[config.mk]
export PLATFORM = sky130hd
export DESIGN_NAME = dlist_copro
export DESIGN_NICKNAME = d
export VERILOG_FILES = /design/src/rtl/dlc_pkg.sv /design/src/rtl/dlc_fetch.sv /design/src/rtl/dlc_exec.sv /design/src/rtl/dlist_copro.sv
export SDC_FILE = /design/constraint.sdc
export NUM_CORES = 1
export LEC_CHECK = 0
export BUFFER_PORTS_ARGS = -buffer_cell sky130_fd_sc_hd__buf_2
export CAP_MARGIN = 20
export CELL_PAD_IN_SITES_DETAIL_PLACEMENT = 0
export CELL_PAD_IN_SITES_GLOBAL_PLACEMENT = 1
export CORE_UTILIZATION = 51
export CTS_CLUSTER_SIZE = 14
export DETAILED_ROUTE_END_ITERATION = 8
export PLACE_DENSITY_LB_ADDON = 0.3
export RECOVER_POWER = 25
export SLEW_MARGIN = 20
export SYNTH_ARGS = -nofsm -noshare
export SYNTH_HDL_FRONTEND = slang
export SYNTH_HIERARCHICAL = 1
export SYNTH_SLANG_ARGS = --single-unit
[constraint.sdc]
create_clock -name clk -period 8.9 [get_ports clk]
set_input_delay 0 -clock clk [delete_from_list [all_inputs] [get_ports clk]]
set_output_delay 0 -clock clk [all_outputs]
set_load 0.02 [all_outputs]
[src/rtl/dlc_pkg.sv]
`timescale 1ns/1ps
package dlc_pkg;
  localparam int RA_W = 7;
  localparam logic [RA_W-1:0] STOP_DST = '1;

  typedef enum logic [1:0] {F_IDLE, F_LO, F_HI} fstate_t;

  typedef struct packed {
    logic            is_ld;
    logic [RA_W-1:0] src;
    logic [RA_W-1:0] dst;
    logic [7:0]      imm;
  } dec_t;

  function automatic dec_t decode(input logic [15:0] w);
    dec_t d;
    d.is_ld = w[15];
    d.src   = w[13:7];
    d.dst   = w[15] ? w[14:8] : w[6:0];
    d.imm   = w[7:0];
    return d;
  endfunction

  function automatic logic is_stop(input logic [15:0] w);
    return w[15] ? (w[14:8] == STOP_DST) : (w[6:0] == STOP_DST);
  endfunction
endpackage

[src/rtl/dlc_fetch.sv]
`timescale 1ns/1ps
module dlc_fetch
  import dlc_pkg::*;
#(
  parameter int AW       = 16,
  parameter int HW       = 10,
  parameter int VW       = 10,
  parameter int V_RELOAD = 480
) (
  input  logic          clk,
  input  logic          rst,
  input  logic [HW-1:0] h_pos,
  input  logic [VW-1:0] v_pos,
  input  logic          ptr_we,
  input  logic [AW-1:0] ptr_in,
  output logic          dma_req,
  output logic [AW-1:0] dma_addr,
  input  logic          dma_gnt,
  input  logic [7:0]    dma_data,
  output logic          pend_vld,
  output logic [15:0]   pend_word,
  input  logic          take
);
  localparam logic [VW-1:0] RELOAD_LINE = VW'(V_RELOAD);

  fstate_t       st_q;
  logic [AW-1:0] start_q;
  logic [AW-1:0] ip_q;
  logic [7:0]    lo_q;
  logic          pend_q;
  logic [15:0]   word_q;

  logic        frame_go;
  logic        accept;
  logic [15:0] hi_word;

  assign frame_go = (h_pos == '0) && (v_pos == RELOAD_LINE);
  // high byte waits while the previous word has not retired
  assign dma_req  = (st_q == F_LO) || ((st_q == F_HI) && !pend_q);
  assign dma_addr = ip_q;
  assign accept   = dma_req && dma_gnt;
  assign hi_word  = {dma_data, lo_q};

  assign pend_vld  = pend_q;
  assign pend_word = word_q;

  always_ff @(posedge clk) begin
    if (rst) begin
      st_q    <= F_IDLE;
      start_q <= '0;
      ip_q    <= '0;
      lo_q    <= '0;
      pend_q  <= 1'b0;
      word_q  <= '0;
    end else begin
      if (ptr_we) start_q <= ptr_in;
      if (frame_go) begin
        ip_q   <= start_q;
        st_q   <= F_LO;
        pend_q <= 1'b0;
      end else begin
        if (take) pend_q <= 1'b0;
        if (accept) begin
          ip_q <= ip_q + AW'(1);
          if (st_q == F_LO) begin
            lo_q <= dma_data;
            st_q <= F_HI;
          end else if (is_stop(hi_word)) begin
            st_q <= F_IDLE;
          end else begin
            word_q <= hi_word;
            pend_q <= 1'b1;
            st_q   <= F_LO;
          end
        end
      end
    end
  end

  AST_RELOAD_PTR: assert property (@(posedge clk) disable iff (rst)
    frame_go |=> (dma_req && dma_addr == $past(start_q)));
  AST_ADDR_STEP: assert property (@(posedge clk) disable iff (rst)
    (accept && !frame_go) |=> (dma_addr == $past(dma_addr) + AW'(1)));
  AST_HOLD_LO: assert property (@(posedge clk) disable iff (rst)
    (st_q == F_HI && !accept && !frame_go) |=> (st_q == F_HI && $stable(lo_q)));
  AST_PEND_KEEP: assert property (@(posedge clk) disable iff (rst)
    (pend_q && !take && !frame_go) |=> (pend_q && $stable(word_q)));
  AST_STOP_QUIET: assert property (@(posedge clk) disable iff (rst)
    (accept && st_q == F_HI && dma_data == 8'hFF && !frame_go) |=> !dma_req);
endmodule

[src/rtl/dlc_exec.sv]
`timescale 1ns/1ps
module dlc_exec
  import dlc_pkg::*;
#(
  parameter int NREG = 32
) (
  input  logic            clk,
  input  logic            rst,
  input  logic            cpu_we,
  input  logic [RA_W-1:0] cpu_addr,
  input  logic [7:0]      cpu_data,
  input  logic            pend_vld,
  input  logic [15:0]     pend_word,
  output logic            take,
  output logic            wr_en,
  output logic [RA_W-1:0] wr_addr,
  output logic [7:0]      wr_data
);
  localparam int IDX_W = $clog2(NREG);

  logic [7:0] regs [NREG];

  dec_t            d;
  logic [7:0]      src_val;
  logic            w_en;
  logic [RA_W-1:0] w_addr;
  logic [7:0]      w_data;

  assign d    = decode(pend_word);
  // the CPU owns the write port in its cycle; the list word waits
  assign take = pend_vld && !cpu_we;

  always_comb begin
    if (int'(d.src) < NREG) src_val = regs[d.src[IDX_W-1:0]];
    else                    src_val = '0;
  end

  always_comb begin
    w_en   = 1'b0;
    w_addr = cpu_addr;
    w_data = cpu_data;
    if (cpu_we) begin
      w_en = (int'(cpu_addr) < NREG);
    end else if (pend_vld) begin
      w_addr = d.dst;
      w_data = d.is_ld ? d.imm : src_val;
      w_en   = (int'(d.dst) < NREG);
    end
  end

  always_ff @(posedge clk) begin
    if (w_en) regs[w_addr[IDX_W-1:0]] <= w_data;
  end

  always_ff @(posedge clk) begin
    if (rst) begin
      wr_en   <= 1'b0;
      wr_addr <= '0;
      wr_data <= '0;
    end else begin
      wr_en   <= w_en;
      wr_addr <= w_addr;
      wr_data <= w_data;
    end
  end

  AST_CPU_FIRST: assert property (@(posedge clk) disable iff (rst)
    (cpu_we && int'(cpu_addr) < NREG) |=>
      (wr_en && wr_addr == $past(cpu_addr) && wr_data == $past(cpu_data)));
  AST_LD_IMM: assert property (@(posedge clk) disable iff (rst)
    (take && pend_word[15] && int'(pend_word[14:8]) < NREG) |=>
      (wr_en && wr_data == $past(pend_word[7:0])));
  AST_MAPPED_ONLY: assert property (@(posedge clk) disable iff (rst)
    wr_en |-> (int'(wr_addr) < NREG));
endmodule

[src/rtl/dlist_copro.sv]
`timescale 1ns/1ps
module dlist_copro
  import dlc_pkg::*;
#(
  parameter int AW       = 16,
  parameter int NREG     = 32,
  parameter int HW       = 10,
  parameter int VW       = 10,
  parameter int V_RELOAD = 480
) (
  input  logic          clk,
  input  logic          rst,
  output logic          dma_req,
  output logic [AW-1:0] dma_addr,
  input  logic          dma_gnt,
  input  logic [7:0]    dma_data,
  input  logic          cpu_ptr_we,
  input  logic [AW-1:0] cpu_ptr,
  input  logic          cpu_we,
  input  logic [6:0]    cpu_addr,
  input  logic [7:0]    cpu_data,
  input  logic [HW-1:0] h_pos,
  input  logic [VW-1:0] v_pos,
  output logic          reg_wr_en,
  output logic [6:0]    reg_wr_addr,
  output logic [7:0]    reg_wr_data
);
  logic        pend_vld;
  logic [15:0] pend_word;
  logic        take;

  dlc_fetch #(.AW(AW), .HW(HW), .VW(VW), .V_RELOAD(V_RELOAD)) u_fetch (
    .clk(clk), .rst(rst), .h_pos(h_pos), .v_pos(v_pos),
    .ptr_we(cpu_ptr_we), .ptr_in(cpu_ptr),
    .dma_req(dma_req), .dma_addr(dma_addr), .dma_gnt(dma_gnt), .dma_data(dma_data),
    .pend_vld(pend_vld), .pend_word(pend_word), .take(take)
  );

  dlc_exec #(.NREG(NREG)) u_exec (
    .clk(clk), .rst(rst),
    .cpu_we(cpu_we), .cpu_addr(cpu_addr), .cpu_data(cpu_data),
    .pend_vld(pend_vld), .pend_word(pend_word), .take(take),
    .wr_en(reg_wr_en), .wr_addr(reg_wr_addr), .wr_data(reg_wr_data)
  );

  AST_RESET_QUIET: assert property (@(posedge clk)
    $past(rst) |-> (!reg_wr_en && !dma_req));
endmodule

; Word level (Yosys, flattened, before mapping)
; Memory sizes are Yosys's and may differ from the RTL's. A register that Yosys moved wholly into a read port is not among the register bits.
; Cells that the tools add are included.
[totals]
memories = 1
word_cells = 59
output_inout_bits = 33
latch_bits = 0
romBits = 0
reg_bits = 75
mem_bits_rw = 256
input_bits = 64
[mem_list]
columns = name, words, word_bits, read_ports, rd_clocked_by_memory_dff, wr, line
row1 = u_exec.regs, 32, 8, 1, 1, 1, dlc_exec.sv:21  ; logic [7:0] regs [NREG];
[op_classes]
bitwise_logic = 3
n_mux = 24
mul = 0
n_shift = 0
add_sub_neg = 1
magnitude_cmp = 3
div = 0
eq_ne = 5
n_reduce_logical = 12
[ops]
columns = op, count
row1 = $mux 16, 2
row2 = $mux 8, 4
row3 = $lt 7x6->1 const B, 3
row4 = $mux 7, 3
row5 = $add 16x1->16 const B, 1
row6 = $eq 7x7->1 const B, 2
row7 = $mux 1, 12
row8 = $eq 10x9->1 const B, 1
row9 = $logic_not 10->1, 1
row10 = $mux 5, 2
row11 = $logic_and 1x1->1, 4
row12 = $reduce_and 4->1, 1
row13 = $not 1->1, 3
row14 = $reduce_and 3->1, 1
row15 = $eq 2x1->1 const B, 1
row16 = $eq 2x2->1 const B, 1
row17 = $logic_not 1->1, 2
row18 = $mux 2, 1
row19 = $reduce_bool 2->1, 1
row20 = $reduce_or 2->1, 1
row21 = $logic_or 1x1->1, 1

; Logic depth before layout (Yosys ltp)
; Gate-level depths: netlist (run 1).
[logic_depth]
ltp_word = 7
depth_mapped = 9
mapped_depth_nobuf = 6

; Hierarchy
; The synthesis (run 1) kept the hierarchy.
[by_module_without_submodules]
columns = mod, seq_area_each_um2, area_each_um2, n_inst, cells_per_inst
row1 = dlc_exec, 8007.7, 11094.4, 1, 642
row2 = dlc_fetch, 1181.1, 2638.8, 1, 276

; Least setup slack after synthesis (run 1)
; OpenSTA, ideal clock, no wires.
[synth_path]
path_type = register -> register
startpoint = register u_fetch.word_q[8], in the netlist u_fetch/pend_word[8]
endpoint = memory u_exec.regs[0][4], data pin
t_arrival_ns = 2.803
stages_incl_launch_ff = 9
n_path_buf = 3
path_slack_ns = 5.630
required_ns = 8.433
period_less_slack_ns = 3.270
setup_time_ns = 0.467
path_cell_list = dfxtp_1 > buf_4 > nor2b_1 > buf_6 > buf_6 > a22oi_1 > a21oi_1 > a211o_1 > o31ai_1
[synth_between]
elab_chain_cells = 5
[synth_lines]
columns = element, line
row1 = "start, declared", dlc_fetch.sv:31  ; logic [15:0] word_q;
row2 = "start signal, assigned", dlc_fetch.sv:71  ; word_q <= hi_word;
row3 = $lt 7x6->1, dlc_exec.sv:34  ; if (int'(d.src) < NREG) src_val = regs[d.src[IDX_W-1:0]];
row4 = $mux 8, dlc_exec.sv:34
row5 = $mux 8, dlc_exec.sv:46  ; w_data = d.is_ld ? d.imm : src_val;
row6 = $mux 8, dlc_exec.sv:44  ; end else if (pend_vld) begin
row7 = $mux 8, dlc_exec.sv:42  ; if (cpu_we) begin
row8 = via u_exec.w_data[4], dlc_exec.sv:27  ; logic [7:0] w_data;
row9 = "end, declared", dlc_exec.sv:21
; The timed path passes the listed nets, and every way through them passes these cells.

; Worst setup path after layout (run 1)
[layout_path]
startpoint = register u_fetch.pend_q, in the netlist u_fetch/pend_vld
endpoint = memory u_exec.regs[2][0] (enable)
[layout_between]
elab_chain_cells = 4
elab_cells_between_ends = 6
cone_classes = mux (6)
[layout_lines]
columns = element, line
row1 = "start, declared", dlc_fetch.sv:30  ; logic pend_q;
row2 = "start signal, assigned", dlc_fetch.sv:53  ; pend_q <= 1'b0;
row3 = "start signal, assigned", dlc_fetch.sv:60  ; pend_q <= 1'b0;
row4 = "start signal, assigned", dlc_fetch.sv:62  ; if (take) pend_q <= 1'b0;
row5 = $mux 1, dlc_exec.sv:44
row6 = $mux 1, dlc_exec.sv:42
row7 = $mux 1, dlc_exec.sv:52  ; if (w_en) regs[w_addr[IDX_W-1:0]] <= w_data;
row8 = $mux 1 (not written as such), dlc_exec.sv:52
; Parallel ways exist; a longest one is shown, timed or not.

==> impl_metrics.csv, run 1 <==
group,metric,value,unit
status,outcome,"finished with violations",
status,failed_checks,"negative hold slack, max-capacitance violations, max-slew violations",
sta,skew,17.8,ps
pwr,p_sw,0.000645,W
sta,min_period,4800,ps
global_route,grt.busiest_layer,"met2",
drt,drt_iter0_drc,743,
floorplan,initial_core_util,52.4,%
sta,fin_crit_sh,53.9,%
synth,yosys-top-cells-area,"edfxtp_1 (56%), dfxtp_1 (11%), mux2i_1 (10%)",
sta,relSlewSlack,-22.5,%
sta,clock.fmax,0.209,GHz
finish,area_growth_syn_to_layout,16.3,%
synth,yosys.area.top_type,"edfxtp_1",
drt,vias_per_cell,5.88,
clock_network,clk_latency,520,ps
sta,rsz0062_at_grt,"no",
global_route,grt_usage,23.8,%
floorplan,fp.dieW,166,µm
drt,vias,8308,
sta,worstMarginPinSlew,1820,ps
worst_setup_path,reg2reg_slack,4100,ps
floorplan,io_pins,97,
pwr,leakage,5.33,nW
synth,syn_area,0.0137,mm²
global_route,grt-ovfl-total,0,
synth,yosys_warnings,6,
floorplan,die_h,166,µm
sta,slew_viol_final,32,
global_route,antenna_found_initial,1,
drt,dr.pass1.iters,5,
clock_network,clk_pin_slew,60,ps
drt,drcViolationCount,0,
synth,yosys_register_bits,331,
pwr,switching_share,19.8,%
global_route,grtUsageMet3,5.34,%
clock_network,cts_tree,"yes",
synth,synth_edf_count,256,
finish,antenna_cells,0,
sta,finalSetupTns,0,ps
finish,fill_cells,1985,
hold_path,min_from,"h_pos[8]",
synth,netlist_instances,918,
placement,io_buffers,96,
synth,avgSynthCellArea,15.0,µm²
synth,synth_top_area_share,56.0,%
finish,layout_commonest_cell,"edfxtp_1",
finish,final_cell_mix,"edfxtp_1 (256), mux2i_1 (141), nor2_1 (91)",
floorplan,die-area,0.0276,mm²
clock_network,clockBufferDepth,3,
worst_setup_path,start_kind,"register",
placement,dpl.hpwl,20000,µm
global_route,grt_pass1_wl,49400,µm
worst_setup_path,r2r_start,"u_fetch/pend_vld",
clock_network,cts_max_level,2,
global_route,met1_usage,32.3,%
hold_path,hold_class,"in -> reg",
pwr,ir_drop,0.145,mV
pwr,clkPwrFrac,45.2,%
worst_setup_path,arrival,4920,ps
finish,nets,1116,
sta,finalHoldWorstSlack,-2.12,ps
clock_network,ctsRootBufferMaster,"clkbuf_16",
synth,syn_nets,983,
synth,synthDistinctLibCells,57,
pwr,p_comb_share,3.1,%
drt,wl_per_cell,23.0,µm
floorplan,rows,59,
synth,synth_ff_type,"edfxtp_1",
pwr,powerDensity,203,mW/mm²
drt,ant_nets,0,
sta,setup_viol,0,
floorplan,core,0.0262,mm²
clock_network,cts_sinks,331,
worst_setup_path,path_max_fanout,23,
worst_setup_path,startpoint,"u_fetch/pend_vld",
sta,hold_viol_final,1,
run,maxCapViolCount,3,
global_route,grt_pass1_vias,8291,
pwr,p_seq_share,51.7,%
synth,async_reset_ff_share,0,%
synth,seq_area_frac_synth,66.9,%
pwr,power.internal,0.00260,W
worst_setup_path,critPathCaptureType,"register",
global_route,grtUsageMet2,38.3,%
clock_network,cts_buffers,36,
placement,place_congestion,0.791,
worst_setup_path,crit_type,"reg -> reg",
worst_setup_path,required,9030,ps
finish,layout-drive-gt1-share,14.7,%
global_route,grt_max_degree,81,
drt,drt-total-wl,32500,µm
## synthesized netlist by cell type (10+ instances only)
master / instances
mux2i_1: 141
o21ai_0: 10
a22oi_1: 49
mux4_1: 12
a211oi_1: 19
dfxtp_1: 75
nand2b_1: 20
clkbuf_1: 24
a21oi_1: 24
nand2_1: 40
nor2_1: 90
edfxtp_1: 256
## kinds of logic (layout without fill, tap and decap cells)
group	Yosys count	count (layout)	share of synthesized area [%]
xor+xnor	14	14	0.893
fa+ha+maj	1	1	0.0911
mux	163	163	13.7
buf+inv	56	217	2.80
simple gates	210	210	7.62
compound gates	143	143	7.97
flops	331	331	66.9
## per-stage QoR
stage | cell area [µm²] | util [%] | instances | worst slack [ps] | total power, W
floorplan | 13700 | - | 918 | 5630 | 0.00175
global placement | 14400 | 55.1 | 1305 | 4780 | 0.00179
detailed placement | 14500 | 55.2 | 1307 | 4710 | 0.00180
CTS | 16000 | 61.1 | 1409 | 4700 | 0.00327
global route | 16000 | 61.0 | 1414 | 3860 | 0.00334
finish | 16000 | 61.0 | 1414 | 4100 | 0.00325
## flip-flops by register name, indices dropped and copies added, names as in the netlist
| register | flops |
|---|---|
| u_exec/regs | 256 |
| u_fetch/dma_addr | 16 |
| u_fetch/pend_word | 16 |
| u_fetch/start_q | 16 |
| u_exec/wr_data | 8 |
| u_fetch/lo_q | 8 |
| u_exec/wr_addr | 7 |
| u_fetch/st_q | 2 |
| u_exec/wr_en | 1 |
| u_fetch/pend_vld | 1 |
## worst max-delay path, cell delays in order, from the launching register on
cell      delay [ps]
dfxtp_1          360
nand2b_1          90
clkbuf_1        1120
inv_1            790
mux2i_1          780
nand3_1          360
nor2_1           900
## final timing paths
kind                           endpoint  cells after the start
setup reg to reg      u_exec/regs[2][0]                      6
setup / recovery      u_exec/regs[2][0]                      6
hold reg to reg   u_fetch/pend_word[14]                      2
hold / removal          u_fetch/st_q[1]                      5
## final cells by class
| type | instances | area, µm² | area share [%] |
|---|---|---|---|
| repair buffers | 150 | 961 | 6.02 |
| well taps | 335 | 419 | 2.62 |
| flip-flops and latches | 331 | 9190 | 57.5 |
| clock inverters | 14 | 151 | 0.948 |
| inverters | 1 | 3.75 | 0.0235 |
| clock buffers | 52 | 1020 | 6.41 |
| multi-input cells | 531 | 4220 | 26.4 |
## power groups by stage
stage | registers (W) | logic, W | clock network (W)
CTS | 0.00168 | 0.0000979 | 0.00149
detailed placement | 0.00171 | 0.0000855 | 0
floorplan | 0.00172 | 0.0000368 | 0
finish | 0.00168 | 0.000100 | 0.00147
global route | 0.00168 | 0.000108 | 0.00155
global placement | 0.00171 | 0.0000829 | 0
## routing by layer
layer  share of wire (%)  vias to the layer above
met2                  47                      357
met3                 8.2                       54
met5               0.031                        -
li1                    -                     3824
met4                 2.1                        2
met1                  42                     4071
## repair_timing
| item | in CTS | in global routing |
|---|---|---|
| resized for setup | 0 | 0 |
| setup endpoints to repair | 0 | 0 |
| buffers inserted | 0 | 0 |
| hold endpoints to repair | 46 | 0 |
| hold buffers | 36 | 0 |
(Power assumes the default switching activity.)
==> inputs of run 2 (changes only) <==
Clock period 8.9 ns to 4.5 ns, I/O delays scaled along.
==> run 2 against run 1 <==
The flow finishes with violations (max-capacitance violations, max-slew violations); design area decreased by 0.44%; wire length decreased by 2.7%; register-to-register slack worse by 3300 ps; largest power group unchanged.
==> impl_metrics.csv, run 2 (synthesis results as in run 1) <==
group,metric,value,unit
finish,area_growth_syn_to_layout,15.8,%
global_route,grt_pass1_vias,8300,
sta,finalHoldWorstSlack,22.7,ps
clock_network,clk_latency,510,ps
worst_setup_path,arrival,3810,ps
drt,drcViolationCount,0,
floorplan,rows,59,
global_route,antenna_found_initial,1,
worst_setup_path,required,4620,ps
placement,dpl_worst_slack,1370,ps
drt,ant_nets,0,
sta,slew_viol_final,14,
finish,final_cell_mix,"edfxtp_1 (256), mux2i_1 (141), nor2_1 (91)",
worst_setup_path,startpoint,"u_fetch/pend_word[8]",
pwr,leakage,5.31,nW
sta,relSlewSlack,-12.1,%
global_route,grt_pass1_wl,48500,µm
drt,met1_length,13900,µm
drt,route.met2.wl,14800,µm
sta,fin_crit_sh,82.0,%
pwr,powerDensity,398,mW/mm²
sta,rsz0062_at_grt,"no",
sta,worstMarginPinSlew,1670,ps
finish,largest_reg_flops,256,
drt,vias_per_cell,5.83,
finish,regArea,0.00919,mm²
worst_setup_path,path_max_fanout,22,
drt,drt-total-wl,31600,µm
sta,setup_viol,0,
clock_network,ctsRootBufferMaster,"clkbuf_16",
worst_setup_path,critPathCaptureType,"register",
clock_network,cts_sinks,331,
global_route,grt_usage,23.3,%
clock_network,clk_pin_slew,60,ps
finish,multi_input_area,0.00416,mm²
pwr,ir_drop,0.322,mV
run,maxCapViolCount,2,
drt,dr.pass1.iters,7,
global_route,grt-ovfl-total,0,
drt,vias,8245,
sta,hold_viol_final,0,
clock_network,clockBufferDepth,3,
hold_path,hold_class,"in -> reg",
clock_network,cts_tree,"yes",
worst_setup_path,r2r_start,"u_fetch/pend_word[8]",
clock_network,cts_buffers,35,
sta,min_period,3690,ps
hold_path,min_from,"cpu_addr[1]",
drt,wl_per_cell,22.4,µm
finish,layout-drive-gt1-share,14.2,%
floorplan,die-area,0.0276,mm²
sta,finalSetupTns,0,ps
drt,dr.max_layer_used,"met5",
drt,wl_met3,2160,µm
placement,io_buffers,96,
finish,nets,1119,
worst_setup_path,crit_type,"reg -> reg",
finish,antenna_cells,0,
sta,clock.fmax,0.271,GHz
pwr,power.total,0.00633,W
placement,dpl.hpwl,20900,µm
sta,worst_slack,809,ps
floorplan,initial_core_util,52.4,%
finish,layout_commonest_cell,"edfxtp_1",
status,failed_checks,"max-capacitance violations, max-slew violations",
floorplan,die_h,166,µm
clock_network,cts_max_level,2,
floorplan,fp.dieW,166,µm
worst_setup_path,start_kind,"register",
floorplan,io_pins,97,
clock_network,postCtsResizedCells,0,
finish,fill_cells,2015,
status,outcome,"finished with violations",
placement,place_congestion,0.834,
drt,drt_iter0_drc,762,
finish,fin_util,60.7,%
floorplan,core,0.0262,mm²
global_route,grt_max_degree,81,
sta,skew,16.4,ps
run 2: cell type report:
| cell class | instances | area share [%] |
|---|---|---|
| timing repair buffer | 154 | 6.25 |
| clock buffer | 45 | 6.01 |
| multi-input combinational | 531 | 26.2 |
| tap | 335 | 2.64 |
| sequential | 331 | 57.8 |
| clock inverter | 18 | 1.11 |
| inverter | 1 | 0.0236 |
run 2: per-layer routing:
layer | track usage, % | up-vias
li1 | - | 3828
met1 | 32.6 | 4061
met2 | 36.8 | 307
met3 | 4.60 | 47
met4 | 7.52 | 2
met5 | 0 | -
run 2: path summary, 6_finish.rpt:
check	to	slack, ps	cells after the start
setup reg to reg	u_exec/regs[16][7]	810	8
hold / removal	u_exec/wr_addr[1]	20	4
hold reg to reg	u_fetch/lo_q[7]	490	2
setup / recovery	u_exec/regs[16][7]	810	8
run 2: worst max-delay path: stages (launching register included):
cell	delay [ps]
dfxtp_1	590
buf_4	320
nor2b_1	260
clkbuf_1	870
a22oi_1	220
a21oi_1	240
a211o_1	240
o31ai_1	150
clkbuf_1	380
run 2: timing repair:
action                    in CTS  in global routing
hold buffers                  35                  0
hold endpoints to repair      51                  0
buffers inserted               0                  0
run 2: report_power, final:
group	switching [W]	internal, W
clock network	0.00113	0.00168
registers	0.00000868	0.00331
logic	0.000123	0.0000760
total	0.00126	0.00507
run 2: stage by stage:
stage	area, µm²	std cells
after floorplan	13700	918
after global placement	14600	1317
after detailed placement	14600	1317
after CTS	16100	1415
after global routing	15900	1415
final	15900	1415
